==> src/rtl/tokring_status.sv <==
module tokring_status #(
  parameter int CLK_KHZ = 20000,
  parameter int IDLE_US = 41
) (
  input  logic       clk,
  input  logic       rst_n,
  input  logic       cmd_rx_en,
  input  logic       cmd_tx_en,
  input  logic       cmd_tx_dis,
  input  logic       cmd_clr,
  input  logic       cmd_soft_rst,
  input  logic       nid_wr,
  input  logic [7:0] nid_data,
  input  logic       mask_wr,
  input  logic [7:0] mask_data,
  input  logic       ev_stored,
  input  logic       ev_last_byte,
  input  logic       ev_ack,
  input  logic       tx_bcast,
  input  logic       ev_token,
  input  logic       rx_line,
  input  logic       pkt_in,
  output logic [7:0] status,
  output logic       irq,
  output logic       nak_req
);
  localparam int IDLE_CYC = CLK_KHZ * IDLE_US / 1000;
  localparam int CW = $clog2(IDLE_CYC + 1);
  localparam logic [CW-1:0] LAST = CW'(IDLE_CYC - 1);

  logic          rx_q, armed, tmo, rx_edge;
  logic [CW-1:0] cnt;
  logic          inh, por, recon, tma, ta, pend;
  logic [2:0]    mask;

  assign rx_edge = rx_line ^ rx_q;
  assign tmo     = armed && !rx_edge && (cnt == LAST);

  always_ff @(posedge clk or negedge rst_n) begin
    if (!rst_n) begin
      rx_q  <= 1'b0;
      armed <= 1'b1;
      cnt   <= '0;
    end else begin
      rx_q <= rx_line;
      if (rx_edge) begin
        armed <= 1'b1;
        cnt   <= '0;
      end else if (armed) begin
        if (cnt == LAST) begin
          armed <= 1'b0;
          cnt   <= '0;
        end else begin
          cnt <= cnt + 1'b1;
        end
      end
    end
  end

  always_ff @(posedge clk or negedge rst_n) begin
    if (!rst_n) begin
      inh <= 1'b1; por <= 1'b1; recon <= 1'b0;
      tma <= 1'b0; ta  <= 1'b1; pend  <= 1'b0;
    end else if (cmd_soft_rst) begin
      inh <= 1'b1; por <= 1'b1; recon <= 1'b0;
      tma <= 1'b0; ta  <= 1'b1; pend  <= 1'b0;
    end else begin
      if (cmd_rx_en)      inh <= 1'b0;
      else if (ev_stored) inh <= 1'b1;

      if (cmd_clr)                          por <= 1'b0;
      else if (nid_wr && nid_data == 8'h00) por <= 1'b1;

      if (cmd_clr)  recon <= 1'b0;
      else if (tmo) recon <= 1'b1;

      if (cmd_tx_en)                tma <= 1'b0;
      else if (ev_ack && !tx_bcast) tma <= 1'b1;

      if (ev_token && pend)                ta <= 1'b0;
      else if (ev_last_byte || cmd_tx_dis) ta <= 1'b1;

      if (cmd_tx_en)                  pend <= 1'b1;
      else if (ev_token || cmd_tx_dis) pend <= 1'b0;
    end
  end

  always_ff @(posedge clk or negedge rst_n) begin
    if (!rst_n) begin
      mask <= '0;
      irq  <= 1'b0;
    end else begin
      if (mask_wr) mask <= {mask_data[7], mask_data[2], mask_data[0]};
      irq <= |(mask & {inh, recon, ta});
    end
  end

  assign status  = {inh, 2'b00, por, 1'b0, recon, tma, ta};
  assign nak_req = pkt_in & inh;
endmodule


==> config.mk <==
export PLATFORM = sky130hd
export DESIGN_NAME = tokring_status
export DESIGN_NICKNAME = d
export VERILOG_FILES = /design/src/rtl/tokring_status.sv
export SDC_FILE = /design/constraint.sdc
export NUM_CORES = 1
export LEC_CHECK = 0
export BUFFER_PORTS_ARGS = -buffer_cell sky130_fd_sc_hd__buf_4
export CORE_UTILIZATION = 48
export CTS_CLUSTER_DIAMETER = 120
export CTS_CLUSTER_SIZE = 25
export DETAILED_ROUTE_END_ITERATION = 16
export GPL_TIMING_DRIVEN = 0
export PLACE_DENSITY = 0.78
export SYNTH_ARGS = -nofsm -noshare
export SYNTH_HDL_FRONTEND = slang
export SYNTH_SLANG_ARGS = --single-unit
==> constraint.sdc <==
create_clock -name clk -period 1.7 [get_ports clk]
set_input_delay 0 -clock clk [delete_from_list [all_inputs] [get_ports clk]]
set_output_delay 0 -clock clk [all_outputs]
set_load 0.05 [all_outputs]
---- Word-level counts from Yosys, hierarchy flattened ----
Cells that the tools add are included.
storage, ports and cells
  flip-flop bits (word level) ............. 22
  input port bits ......................... 32
  output and inout bits ................... 10
  logic and storage cells ................. 58
operators by class
  $add $sub $neg .......................... 1
  equality and inequality tests ........... 1
  muxes and demuxes ....................... 24
  bitwise operators ....................... 3
  reductions and logical operators ........ 18
operators with widths
  operator                                                         number
  10-bit two-way mux                                               3
  1-bit two-way mux                                                21
  3-bit nonzero test                                               6
  10-bit by 1-bit adder with 10-bit output, second input constant  1
  10-bit == test, second input constant                            1
  8-bit zero test                                                  1
  1-bit logical AND                                                5
  3-bit AND                                                        1
  3-bit OR reduction                                               1
  1-bit zero test                                                  2
  1-bit logical OR                                                 2
  2-bit nonzero test                                               1
  1-bit AND                                                        1
  1-bit XOR                                                        1

---- Logic depth before layout (Yosys ltp) ----
Gate-level depths: netlist (run 1).
  depth after elaboration ................. 7
  depth in mapped cells ................... 6
  depth with buffers taken out ............ 5

---- Worst setup path after synthesis (run 1) ----
Ideal clock, no wire load.
  path type ............................... register -> register
  start ................................... reg cnt[0]
  end ..................................... reg cnt[9]
  setup time .............................. 80 ps
  data arrival time ....................... 1405 ps
  data required time ...................... 1620 ps
  setup slack ............................. 215 ps
  stages on the path, launching flop included .. 5
  path buffers ............................ 0
  clock period less this slack ............ 1485 ps
  path through ............................ dfrtp_1 ha_1 and4bb_4 or4_1 o211ai_2
between the ends
  word-level cells in the longest chain between the ends .. 4
  elaborated cells between the ends (all ways) .. 5
  classes of those cells .................. add/sub: 1; eq/ne: 1; mux: 3
ends and longest elaborated chain
  what                                                                               RTL line  source
  from (decl)                                                                        32        logic [CW-1:0] cnt;
  from (signal assigned)                                                             54        cnt <= cnt + 1'b1;
  10-bit by 1-bit adder with 10-bit output / 10-bit == test (equally long branches)  54, 50
  10-bit two-way mux *                                                               50        if (cnt == LAST) begin
  10-bit two-way mux *                                                               49        end else if (armed) begin
  10-bit two-way mux *                                                               46        if (rx_edge) begin
Mark *: on every way between the ends. The rest lies on a longest branch, timed or not. The select of a mux whose other input is x is not followed.
A chain may end at the register's enable or synchronous reset.

---- Worst setup path after layout (run 1) ----
Ends and elaborated chain as after synthesis.

==> results of run 1 <==
-- path summary, 6_finish.rpt --
kind                            start      end  slack (ns)  cells after the start
hold reg to reg               mask[2]      irq        0.52                      2
max in group asynchronous       rst_n       ta        1.33                      2
setup / recovery               cnt[0]   cnt[9]        0.09                      4
min in group asynchronous       rst_n  mask[1]        0.10                      2
setup reg to reg               cnt[0]   cnt[9]        0.09                      4
hold / removal             cmd_tx_dis     pend        0.02                      4
-- kinds of logic (layout without fill, tap and decap cells) --
family                     after synthesis  after routing  share of synthesized area [%]
adders and majority gates                1              1                          1.061
other                                    1              3                         0.3182
xor gates and xnor gates                 1              1                          1.380
buffers and inverters                   16             68                          8.917
AOI/OAI and AO/OA                       24             24                          15.18
and+or+nand+nor                         46             46                          23.14
DFF                                     22             22                          47.13
muxes                                    3              3                          2.866
-- cells in the mapped netlist, types with 2 or more instances --
master     n  area, um2
a21oi_1    4      20.02
mux2_2     3      33.78
and2_1     3      18.77
nand3_1    4      20.02
o21ai_0    4      20.02
o31ai_1    2      15.01
nor3_1     7      35.03
nand4_1    3      18.77
inv_1      5      18.77
a211oi_1   2      15.01
o21bai_1   2      15.01
dfrtp_1   18      450.4
buf_6      2      22.52
buf_4      8      60.06
o211ai_2   2      25.02
dfstp_2    4      105.1
and3_1     2      12.51
nor4b_1    2      17.52
a21o_1     2      15.01
nor2_1     4      15.01
or4_1      2      15.01
nand2_1   10      37.54
-- final cells by class --
type	instances	area, um2
Timing Repair Buffer	48	397.9
Inverter	5	18.77
Sequential cell	22	555.5
Clock inverter	1	30.03
Clock buffer	3	22.52
Tap cell	28	35.03
Multi-Input combinational cell	78	525.5
Fill cell	169	583.1
Buffer	11	86.33
-- worst max-delay path: stages (launching register included) --
cell      delay [ns]
dfrtp_1         0.44
ha_1            0.27
and4bb_4        0.24
or4_1           0.52
o211ai_2        0.08
-- sequential cells by signal, indices dropped and copies added, names as in the netlist --
| signal | count |
|---|---|
| cnt | 10 |
| recon | 1 |
| irq | 1 |
| por | 1 |
| mask | 3 |
| tma | 1 |
| ta | 1 |
| inh | 1 |
| pend | 1 |
| rx_q | 1 |
| armed | 1 |
-- metrics by stage --
stage          cells  setup slack, ns  power (uW)
2_1_floorplan    116           0.2146       710.6
3_3_place_gp     177           0.1588       797.6
3_5_place_dp     177           0.1328       803.7
4_1_cts          196          0.09993        1242
5_1_grt          196          0.02256        1281
6_report         196          0.08724        1233
-- power by group --
part / internal, uW / leakage (uW) / switching, uW
logic: 126 / 0.000492 / 124
registers: 555 / 0.000277 / 23.3
clock network: 238 / 0.0000279 / 167
-- layer usage --
metal  vias to the layer above  part of all wire [%]  global-route usage, %
li1                        514                     -                      -
met1                       492                    42                  28.95
met2                        18                    55                  41.13
met3                         4                   2.5                  3.509
met4                         0                   1.2                  8.559
met5                         -                     0                      0
-- timing repair --
item | in CTS | in global routing
endpoints found under the hold margin | 33 | 0
setup buffers | 0 | 0
endpoints found under the setup margin | 0 | 0
hold buffers | 15 | 0
==> impl_metrics.ini, run 1 <==
[synthesis]
synth_flop_cell = dfrtp_1
syn_inst = 114
yosysSeqAreaShare_pct = 47.13
synth-edff-count = 0
async_reset_ff_share_pct = 100.0
avgSynthCellArea_um2 = 10.34
ys_warn_count = 0
synth_cell_types = 41
syn_area_um2 = 1179
ys_seq_elements = 22

[worst_setup_path]
crit_type = register to register
end_kind = register
required_ns = 1.94
worst-path-max-fanout = 5
arrival_ns = 1.85
start_kind = register

[layout]
post-route-util_pct = 74.14
final_common_cell = buf_4
area_delta_synth_final_pct = 41.83
final_area_um2 = 1672
fin_nets = 202
diodes = 0
drive_above_1_share_pct = 38.10
mostFrequentLayoutCells = buf_4, dfrtp_1, dlygate4sd3_1

[clock_network]
cts_root_buffer = clkbuf_4
cts-buffers-inserted = 3
cts_resized = 0
clk_pin_slew_worst_paths_ns = 0.13
cts_tree = yes
clock_latency_ns = 0.31
cts_buffer_depth = 2
clock_sinks = 22
h-tree-depth = 1

[global_routing]
grt_pass1_wl_um = 4478
grt_pass1_vias = 1018
overflow = 0
grt_max_degree = 23
grt_use_total_pct = 23.41
antenna_found_initial = 0

[min_path]
worstHoldPathType = input port to register

[drt]
avgViaCountPerCell = 5.245
drt_wl_total_um = 2829
routedWlPerCell_um = 14.43
drtPass1Iterations = 5
drc = 0
vias = 1028
ant_nets = 0
drt_iter0_markers = 22

[sta]
drv_slew = 0
setup_tns_ns = 0
whs_ns = 0.01804
fin_crit_sh_pct = 94.87
hold_violations = 0
min_period_ns = 1.613
finClkSkew_ns = 0.005846
finalSetupViolCount = 0
max_freq_mhz = 620.1
rsz0062_at_grt = no

[power]
leakagePower_uw = 0.0007969
p_per_area_nw_per_um2 = 737.8
ir_worst_vdd_mv = 0.7811

[die]
ios = 42
rows = 17
fp.coreArea_um2 = 2255
die_w_um = 51.55
dieHeight_um = 51.55
start_util_pct = 52.28
dieArea_um2 = 2657

[placement]
dp_hpwl_um = 1869
gp_congestion = 0.8802
place_area_um2 = 1469
port_buffers = 33

[outcome]
status = complete, no violations

[run]
maxCapViolations = 0
No activity file was read; power rests on OpenSTA's default activity.
==> inputs of run 2 (changes only) <==
- RECOVER_POWER: unset -> 100
==> run 2 against run 1 <==
Non-clock buffer count unchanged. Critical path depth did not move. Global-route usage unchanged. Via count rose by 1.5%. Die area unchanged. Sequential share of layout area rose by 0.79 points. Total power decreased by 1.2%. Critical path type unchanged. Highest routed layer unchanged.
==> impl_metrics.ini, run 2 (synthesis results as in run 1) <==
[outcome]
status = complete, no violations

[die]
start_util_pct = 52.28
die_w_um = 51.55
ios = 42
fp.coreArea_um2 = 2255
dieArea_um2 = 2657
dieHeight_um = 51.55
rows = 17

[sta]
fin_crit_sh_pct = 94.87
worstMarginPinSlew_ns = 1.155
finClkSkew_ns = 0.001375
rsz0062_at_grt = no
drv_slew = 0
max_freq_mhz = 620.0
finalSetupViolCount = 0
min_period_ns = 1.613
max-slew-margin-rel_pct = 23.00
hold_violations = 0
setup_tns_ns = 0

[worst_setup_path]
worst-path-max-fanout = 5
required_ns = 1.93
crit_type = register to register
arrival_ns = 1.84
start_kind = register
end_kind = register

[placement]
place_area_um2 = 1469
port_buffers = 33
gp_congestion = 0.8802
dp_hpwl_um = 1869

[clock_network]
h-tree-depth = 1
cts-buffers-inserted = 3
clock_sinks = 22
cts_root_buffer = clkbuf_4
clk_pin_slew_worst_paths_ns = 0.13
clock_latency_ns = 0.30
cts_buffer_depth = 2
cts_tree = yes

[global_routing]
grt_pass1_vias = 1018
antenna_found_initial = 0
grt_pass1_wl_um = 4478
grt_use_total_pct = 23.41
overflow = 0
grt_max_degree = 23

[power]
p_per_area_nw_per_um2 = 746.6
ir_worst_vdd_mv = 0.7703
leakagePower_uw = 0.0007542
power.total_uw = 1219

[layout]
seq_area_um2 = 555.5
largest_reg_flops = 10
mostFrequentLayoutCells = buf_4, dfrtp_1, dlygate4sd3_1
multi_input_area_um2 = 520.5
top_regs = cnt (10), mask (3)
top_register = cnt
drive_above_1_share_pct = 30.36
final_common_cell = buf_4
diodes = 0
area_delta_synth_final_pct = 38.54
fin_nets = 202
final_area_um2 = 1633
fill_cells = 174
post-route-util_pct = 72.42

[drt]
ant_nets = 0
vias = 1043
drt_iter0_markers = 28
drtPass1Iterations = 4
avgViaCountPerCell = 5.321
drc = 0
routedWlPerCell_um = 14.41
drt_wl_total_um = 2825

[min_path]
worstHoldPathType = input port to register

[run]
maxCapViolations = 0
[run 2: cell types whose count changed in the layout (fill, tap and decap cells not counted)]
cell,delta
clkbuf_1,+9
o211ai_1,+1
dfstp_2,-3
dfstp_1,+3
o211ai_2,-1
buf_4,-9
[run 2: per-layer routing]
| layer | wire (um) | GRT usage (%) | share of wire (%) | vias up |
|---|---|---|---|---|
| li1 | - | - | - | 513 |
| met5 | 0 | 0 | 0 | - |
| met4 | 35 | 8.559 | 1.2 | 0 |
| met3 | 79 | 3.509 | 2.8 | 4 |
| met1 | 1182 | 28.95 | 42 | 504 |
| met2 | 1527 | 41.13 | 54 | 22 |
[run 2: layout make-up]
| class | count | share of cell area, % |
|---|---|---|
| Sequential cell | 22 | 34.02 |
| Multi-Input combinational cell | 78 | 31.88 |
| Timing Repair Buffer | 48 | 22.30 |
| Buffer | 11 | 5.287 |
| Tap cell | 28 | 2.146 |
| Clock inverter | 1 | 1.839 |
| Clock buffer | 3 | 1.379 |
| Inverter | 5 | 1.149 |
[run 2: where the power goes]
group / internal (uW) / switching (uW)
Clock: 238 / 165
Sequential: 554 / 23.5
Combinational: 115 / 123
Total: 907 / 312
[run 2: what timing repair did]
action | 4_1_cts | 5_1_grt
gates resized for setup | 0 | 0
endpoints found under the hold margin | 33 | 0
setup buffers | 0 | 0
hold buffers | 15 | 0
[run 2: worst max-delay path: stages (launching register included)]
cell and delay (ns):
dfrtp_1 0.44, ha_1 0.27, and4bb_4 0.24, or4_4 0.50, o211ai_1 0.09
[run 2: stage by stage]
step	hold WS (ns)	setup slack, ns	cells
finish	0.03308	0.08714	196
global route	0.04291	0.02188	196
CTS	0.0007461	0.09993	196
detailed placement	-0.09522	0.1328	177
global placement	-0.09822	0.1588	177
floorplan	-0.2956	0.2146	116
[run 2: worst paths after layout]
path / to / slack, ns / depth (start not counted) / startpoint
max in group asynchronous: rx_q / 0.59 / 2 / rst_n
min in group asynchronous: cnt[4] / 0.43 / 2 / rst_n
setup reg to reg: cnt[6] / 0.09 / 4 / cnt[0]
setup / recovery: cnt[6] / 0.09 / 4 / cnt[0]
hold / removal: pend / 0.03 / 4 / cmd_tx_dis
hold reg to reg: irq / 0.51 / 2 / mask[2]
